File: src/rtl/e1AlignPkg.sv
package e1AlignPkg;

  // Frame alignment word carried in bits 2..8 of timeslot 0
  localparam logic [6:0] FAS_WORD = 7'b0011011;

  // Strobes from control to datapath
  typedef struct packed {
    logic loadAlign;  // search hit: current bit is bit 8 of timeslot 0
    logic mfAlign;    // current frame becomes multiframe frame 0
  } alignStrobe_t;

endpackage

File: src/rtl/e1AlignDatapath.sv
module e1AlignDatapath
  import e1AlignPkg::*;
#(
  parameter int TS_COUNT  = 32,
  parameter int MF_FRAMES = 16,
  parameter int SIG_TS    = 16
) (
  input  logic                         clk,
  input  logic                         rstN,
  input  logic                         rxBit,
  input  alignStrobe_t                 strobe,
  output logic                         fasHit,
  output logic                         nfasBit2,
  output logic                         ts0End,
  output logic                         fasFrame,
  output logic                         nibTime,
  output logic                         nibZero,
  output logic                         mfFrame0,
  output logic [$clog2(TS_COUNT)-1:0]  timeslot,
  output logic [$clog2(MF_FRAMES)-1:0] frameNum,
  output logic                         frameStart
);

  localparam int FRAME_BITS = TS_COUNT * 8;
  localparam int CNT_W      = $clog2(FRAME_BITS);
  localparam int MF_W       = $clog2(MF_FRAMES);
  localparam int TS0_END    = 7;
  localparam int NIB_END    = SIG_TS * 8 + 3;
  localparam int LAST_BIT   = FRAME_BITS - 1;

  logic [5:0]       shReg;
  logic [6:0]       win;
  logic [CNT_W-1:0] bitCnt;
  logic [MF_W-1:0]  mfCnt;
  logic             frameWrap;

  assign win       = {shReg, rxBit};
  assign fasHit    = (win == FAS_WORD);
  assign nfasBit2  = win[6];
  assign nibZero   = (win[3:0] == 4'b0000);
  assign ts0End    = (bitCnt == CNT_W'(TS0_END));
  assign nibTime   = (bitCnt == CNT_W'(NIB_END));
  assign frameWrap = (bitCnt == CNT_W'(LAST_BIT));
  assign mfFrame0  = (mfCnt == '0);

  assign timeslot   = bitCnt[CNT_W-1:3];
  assign frameNum   = mfCnt;
  assign frameStart = (bitCnt == '0);

  always_ff @(posedge clk or negedge rstN) begin
    if (!rstN) begin
      shReg    <= '0;
      bitCnt   <= '0;
      fasFrame <= 1'b0;
      mfCnt    <= '0;
    end else begin
      shReg <= win[5:0];
      if (strobe.loadAlign) begin
        bitCnt   <= CNT_W'(TS0_END + 1);
        fasFrame <= 1'b1;
      end else begin
        bitCnt <= frameWrap ? '0 : bitCnt + CNT_W'(1);
        if (frameWrap) fasFrame <= ~fasFrame;
      end
      if (strobe.mfAlign)
        mfCnt <= '0;
      else if (frameWrap && !strobe.loadAlign)
        mfCnt <= (mfCnt == MF_W'(MF_FRAMES - 1)) ? '0 : mfCnt + MF_W'(1);
    end
  end

  // a search hit places the next bit in timeslot 1
  p_align_jump_r2: assert property (@(posedge clk) disable iff (!rstN)
    strobe.loadAlign |=> (timeslot == 1 && !frameStart));

  // realignment on the last bit of a frame does not advance the frame count
  p_wrap_override_r10: assert property (@(posedge clk) disable iff (!rstN)
    (strobe.loadAlign && frameWrap) |=> $stable(frameNum));

  // multiframe lock marks the current frame as frame 0
  p_mf_zero_r6: assert property (@(posedge clk) disable iff (!rstN)
    strobe.mfAlign |=> (frameNum == 0));

  // the frame-start strobe lasts one bit period inside timeslot 0
  p_frame_start_r9: assert property (@(posedge clk) disable iff (!rstN)
    (frameStart && !strobe.loadAlign) |=> (!frameStart && timeslot == 0));

endmodule

File: src/rtl/e1AlignControl.sv
module e1AlignControl
  import e1AlignPkg::*;
#(
  parameter int FAS_LOSS = 3,
  parameter int MF_LOSS  = 2
) (
  input  logic         clk,
  input  logic         rstN,
  input  logic         fasHit,
  input  logic         nfasBit2,
  input  logic         ts0End,
  input  logic         fasFrame,
  input  logic         nibTime,
  input  logic         nibZero,
  input  logic         mfFrame0,
  output alignStrobe_t strobe,
  output logic         basicSyncN,
  output logic         mfSyncN
);

  localparam int FE_W = $clog2(FAS_LOSS + 1);
  localparam int ME_W = $clog2(MF_LOSS + 1);

  typedef enum logic [1:0] {HUNT, NFAS_CHK, FAS_CHK, LOCKED} alignState_t;

  alignState_t     state, nextState;
  logic [FE_W-1:0] fasErr;
  logic [ME_W-1:0] mfErr;
  logic            mfLock;
  logic            fasCheck;
  logic            lossNow;

  assign fasCheck = ts0End && fasFrame;
  assign lossNow  = (state == LOCKED) && fasCheck && !fasHit &&
                    (fasErr == FE_W'(FAS_LOSS - 1));

  assign strobe.loadAlign = (state == HUNT) && fasHit;
  assign strobe.mfAlign   = (state == LOCKED) && !lossNow && !mfLock &&
                            nibTime && nibZero;

  always_comb begin
    nextState = state;
    case (state)
      HUNT:     if (fasHit) nextState = NFAS_CHK;
      NFAS_CHK: if (ts0End) nextState = nfasBit2 ? FAS_CHK : HUNT;
      FAS_CHK:  if (ts0End) nextState = fasHit ? LOCKED : HUNT;
      LOCKED:   if (lossNow) nextState = HUNT;
      default:  nextState = HUNT;
    endcase
  end

  always_ff @(posedge clk or negedge rstN) begin
    if (!rstN) begin
      state  <= HUNT;
      fasErr <= '0;
      mfLock <= 1'b0;
      mfErr  <= '0;
    end else begin
      state <= nextState;
      if (state != LOCKED || lossNow)
        fasErr <= '0;
      else if (fasCheck)
        fasErr <= fasHit ? '0 : fasErr + FE_W'(1);

      if (state != LOCKED || lossNow) begin
        mfLock <= 1'b0;
        mfErr  <= '0;
      end else if (mfLock && nibTime && mfFrame0) begin
        if (nibZero)
          mfErr <= '0;
        else if (mfErr == ME_W'(MF_LOSS - 1)) begin
          mfLock <= 1'b0;
          mfErr  <= '0;
        end else
          mfErr <= mfErr + ME_W'(1);
      end else if (strobe.mfAlign) begin
        mfLock <= 1'b1;
        mfErr  <= '0;
      end
    end
  end

  assign basicSyncN = (state != LOCKED);
  assign mfSyncN    = !mfLock;

  // multiframe lock only exists under basic sync
  p_mf_under_basic_r8: assert property (@(posedge clk) disable iff (!rstN)
    !mfSyncN |-> !basicSyncN);

  // sync is declared only at the end of timeslot 0 holding a correct word
  p_sync_on_word_r4: assert property (@(posedge clk) disable iff (!rstN)
    $fell(basicSyncN) |-> $past(fasHit && ts0End));

  // sync is dropped only after the error run reached its limit
  p_loss_count_r5: assert property (@(posedge clk) disable iff (!rstN)
    $rose(basicSyncN) |-> ($past(fasErr) == FE_W'(FAS_LOSS - 1)));

  // a zero in NFAS bit 2 returns to the search
  p_nfas_gate_r3: assert property (@(posedge clk) disable iff (!rstN)
    (state == NFAS_CHK && ts0End && !nfasBit2) |=> (state == HUNT));

  // the multiframe search runs only under basic sync
  p_mf_hunt_gate_r6: assert property (@(posedge clk) disable iff (!rstN)
    strobe.mfAlign |-> !basicSyncN);

  // multiframe lock drops with basic sync held only on a bad frame-0 nibble
  p_mf_loss_r7: assert property (@(posedge clk) disable iff (!rstN)
    ($rose(mfSyncN) && !basicSyncN) |-> $past(nibTime && mfFrame0 && !nibZero));

endmodule

File: src/rtl/e1FrameAligner.sv
module e1FrameAligner
  import e1AlignPkg::*;
#(
  parameter int TS_COUNT  = 32,
  parameter int MF_FRAMES = 16,
  parameter int SIG_TS    = 16,
  parameter int FAS_LOSS  = 3,
  parameter int MF_LOSS   = 2
) (
  input  logic                         clk,
  input  logic                         rstN,
  input  logic                         rxBit,
  output logic                         basicSyncN,
  output logic                         mfSyncN,
  output logic [$clog2(TS_COUNT)-1:0]  timeslot,
  output logic [$clog2(MF_FRAMES)-1:0] frameNum,
  output logic                         frameStart
);

  alignStrobe_t strobe;
  logic fasHit, nfasBit2, ts0End, fasFrame, nibTime, nibZero, mfFrame0;

  e1AlignDatapath #(
    .TS_COUNT(TS_COUNT), .MF_FRAMES(MF_FRAMES), .SIG_TS(SIG_TS)
  ) uDatapath (
    .clk(clk), .rstN(rstN), .rxBit(rxBit), .strobe(strobe),
    .fasHit(fasHit), .nfasBit2(nfasBit2), .ts0End(ts0End),
    .fasFrame(fasFrame), .nibTime(nibTime), .nibZero(nibZero),
    .mfFrame0(mfFrame0), .timeslot(timeslot), .frameNum(frameNum),
    .frameStart(frameStart)
  );

  e1AlignControl #(
    .FAS_LOSS(FAS_LOSS), .MF_LOSS(MF_LOSS)
  ) uControl (
    .clk(clk), .rstN(rstN), .fasHit(fasHit), .nfasBit2(nfasBit2),
    .ts0End(ts0End), .fasFrame(fasFrame), .nibTime(nibTime),
    .nibZero(nibZero), .mfFrame0(mfFrame0), .strobe(strobe),
    .basicSyncN(basicSyncN), .mfSyncN(mfSyncN)
  );

endmodule

File: config.mk
export PLATFORM = sky130hd
export DESIGN_NAME = e1FrameAligner
export DESIGN_NICKNAME = d
export VERILOG_FILES = /design/src/rtl/e1AlignPkg.sv /design/src/rtl/e1AlignDatapath.sv /design/src/rtl/e1AlignControl.sv /design/src/rtl/e1FrameAligner.sv
export SDC_FILE = /design/constraint.sdc
export NUM_CORES = 1
export LEC_CHECK = 0
export BUFFER_PORTS_ARGS = -buffer_cell sky130_fd_sc_hd__buf_2
export CELL_PAD_IN_SITES_DETAIL_PLACEMENT = 0
export CELL_PAD_IN_SITES_GLOBAL_PLACEMENT = 1
export CORE_MARGIN = 3
export CORE_UTILIZATION = 48
export DETAILED_ROUTE_END_ITERATION = 8
export PLACE_DENSITY_LB_ADDON = 0.1
export REMOVE_ABC_BUFFERS = 1
export SYNTH_ARGS = -nofsm -noshare
export SYNTH_HDL_FRONTEND = slang
export SYNTH_HIERARCHICAL = 1
export SYNTH_SLANG_ARGS = --single-unit
File: constraint.sdc
create_clock -name clk -period 5.2 [get_ports clk]
set_input_delay 1.04 -clock clk [delete_from_list [all_inputs] [get_ports clk]]
set_output_delay 1.04 -clock clk [all_outputs]
set_load 0.02 [all_outputs]
==> metrics.txt <==
startpoint of the worst hold path=uDatapath/shReg[3]; largest net degree at the start of global routing=27; Area Overhead vs Synth=5.56%; Most used DFF post-synth=sky130_fd_sc_hd__dfrtp_1; TritonCTS clock tree=built; clock-pin slew reported for the worst setup and hold paths after clock tree synthesis=140 ps; Nets=163; Crit Path Max Fanout=7; height of the chip=60.4 um; number of H-tree branching levels=1; post-CTS setup-driven buffer insertion count=0; async set or reset register ratio after synthesis=1.00; Cell variety after synth=36; total vias in the final route=1094; post-synth design cell area=1420 um^2; placeable core region=2780 um^2; aggregate routed wire length=2860 um; Highest Clock Rate=336 MHz; result of the run=finished, final reports clean; number of warning messages in the yosys log=6; Die W=60.4 um; end of the worst hold path=uDatapath/shReg[4]; Avg WL per Cell=15.4 um; portion of synthesized cell area occupied by the leading cell type=0.459; Leak=0.585 nW; Placement Rows=19; Area contributors post-synth=sky130_fd_sc_hd__dfrtp_1, sky130_fd_sc_hd__a21oi_1, sky130_fd_sc_hd__ha_1, sky130_fd_sc_hd__buf_4, sky130_fd_sc_hd__nand2_1; count of unresolved DRC violations after routing=0; Placement Setup Slack=2000 ps; DRT met1 WL=1290 um; Highest Signal Layer=met4; Via-to-Cell Ratio=5.91; total power density per cell area=350 nW/um^2; First DRT Iteration DRCs=39; antenna violations before repair=0; number of instances resized during post-cts repair=0; R2R cell count=6; critical path's largest stage delay=630 ps; estimated wirelength of the detail-placed design=2000 um; Worst setup EP type=output pin; gr ovfl total=0; total of max-cap violations=0; crit path DAT=1930 ps; count of input and output buffers=14; Post-Route Skew=3.29 ps; count of TritonRoute iterations in the first routing pass=4; initial core utilization=0.510; full die area=3640 um^2; total clock sinks=26; critical path buffer and inverter count=1; hold violation total from the final report=0; crit path launch type=register; hold buffer count at CTS=0; time the worst path needs with I/O delays and setup=2970 ps; R2R Path Start=uDatapath/shReg[1]; mean area per synthesized cell=9.79 um^2; min setup slack post-route=2230 ps; buffer depth of the longest clock path=2; reg2reg end=uDatapath/frameNum[2]; Register-to-Register Setup Slack=2440 ps; number of enable-type register cells in the synthesized netlist=0; worst path cell trace=or4_1 -> nor4b_2 -> buf_2; Fin Hold WS=391 ps; worst ir drop on vdd=0.256 mV; worst slew slack as a fraction of its limit=0.201; GRT Resource Usage Total=0.174; length of routed met3 wiring=92 um; clock latency on the worst-skew pair=320 ps; Tightest Pin Transition=1200 ps; I/O pin total=15; total setup violations reported at the end of the flow=0; routability congestion estimate=0.778; cell with the most instances after synthesis=sky130_fd_sc_hd__dfrtp_1; required time reported for the critical path endpoint=4160 ps; total negative slack=0 ps; number of storage elements in the synthesis netlist=26; sequential area share after synthesis=0.459; proportion of layout cells with a drive suffix above 1=0.162; count of cells along the worst hold path=0; antenna-violating nets left=0; critical path's top delay family=simple AND/OR/NAND/NOR gates; class of the tightest hold or removal check=reg -> reg; root cell of the clock tree=sky130_fd_sc_hd__clkbuf_4; met2 wirelength from detailed routing=1450 um; ANT cells=0; type of the worst setup path=reg -> out; first-pass GRT wire length=4730 um; slowest library cell on the worst path=sky130_fd_sc_hd__or4_1; Num CTS Buffers=3; unrepaired setup endpoints after global routing=no; Final Cycle Share=0.572; count of final max-slew check failures=0; gate count of the mapped netlist=145; leading area contributor after synthesis=sky130_fd_sc_hd__dfrtp_1; most used standard cells in the synthesized netlist=sky130_fd_sc_hd__dfrtp_1, sky130_fd_sc_hd__a21oi_1, sky130_fd_sc_hd__nand2_1; number of global-route vias before repair=1035
==> worst max path at each step <==
stage | startpoint | to | cells past startpoint
floorplan | uDatapath/bitCnt[3] | frameStart | 2
global placement | rxBit | uDatapath/frameNum[2] | 6
detailed placement | rxBit | uDatapath/frameNum[2] | 6
CTS | uDatapath/bitCnt[3] | frameStart | 3
global route | uDatapath/bitCnt[3] | frameStart | 3
finish | uDatapath/bitCnt[3] | frameStart | 3
==> flip-flops by register name, indices dropped and copies added, names as in the netlist <==
| name | flops |
|---|---|
| uDatapath/bitCnt | 8 |
| uControl/mfErr | 2 |
| uDatapath/shReg | 6 |
| uControl/state | 2 |
| uControl/fasErr | 2 |
| uControl/mfLock | 1 |
| uDatapath/frameNum | 4 |
| uDatapath/fasFrame | 1 |
==> layout make-up <==
type / count / area (um^2)
Fill cell: 258 / 1280
Multi-Input combinational cell: 99 / 661
Tap cell: 31 / 38.8
Timing Repair Buffer: 14 / 70.1
Inverter: 11 / 41.3
Sequential cell: 26 / 651
Clock buffer: 4 / 36.3
==> power by group <==
group | total (mW) | switching, mW | internal (mW)
Sequential | 0.299 | 0.0649 | 0.235
Combinational | 0.122 | 0.0710 | 0.0512
Clock | 0.102 | 0.0596 | 0.0429
Total | 0.524 | 0.196 | 0.329
==> cell usage in the layout, fill, tap and decap left out, types with 5 or more instances in the layout <==
cell type,synthesis,layout
sky130_fd_sc_hd__a21oi_1,13,13
sky130_fd_sc_hd__nand2_1,12,12
sky130_fd_sc_hd__ha_1,5,5
sky130_fd_sc_hd__nor2_1,5,5
sky130_fd_sc_hd__inv_1,11,11
sky130_fd_sc_hd__nor3_1,7,7
sky130_fd_sc_hd__buf_2,2,14
sky130_fd_sc_hd__dfrtp_1,26,26
sky130_fd_sc_hd__o21ai_0,8,8
==> per-stage QoR <==
step / std cells / utilization / instance area, um^2 / total power [mW]
floorplan: 136 / - / 1350 / 0.375
global placement: 181 / 0.525 / 1460 / 0.421
detailed placement: 181 / 0.525 / 1460 / 0.427
CTS: 185 / 0.538 / 1500 / 0.531
finish: 185 / 0.538 / 1500 / 0.524
global route: 185 / 0.538 / 1500 / 0.559
==> metal layers <==
layer  global-route usage  vias to the layer above
li1                     -                      540
met1                0.224                      536
met2                0.295                       16
met3               0.0447                        2
met4               0.0380                        0
met5                    0                        -
==> cells by family (layout without fill, tap and decap cells) <==
group | Yosys count | count (layout) | synth area share
buffers and inverters | 20 | 29 | 0.0758
adder cells (fa/ha/maj) | 5 | 5 | 0.0441
multiplexers | 2 | 2 | 0.0159
flip-flops | 26 | 26 | 0.459
AO/OA/AOI/OAI | 28 | 28 | 0.129
XOR/XNOR | 3 | 3 | 0.0185
AND/OR/NAND/NOR | 61 | 61 | 0.258
Note: power is estimated with default switching activity, not from simulation.
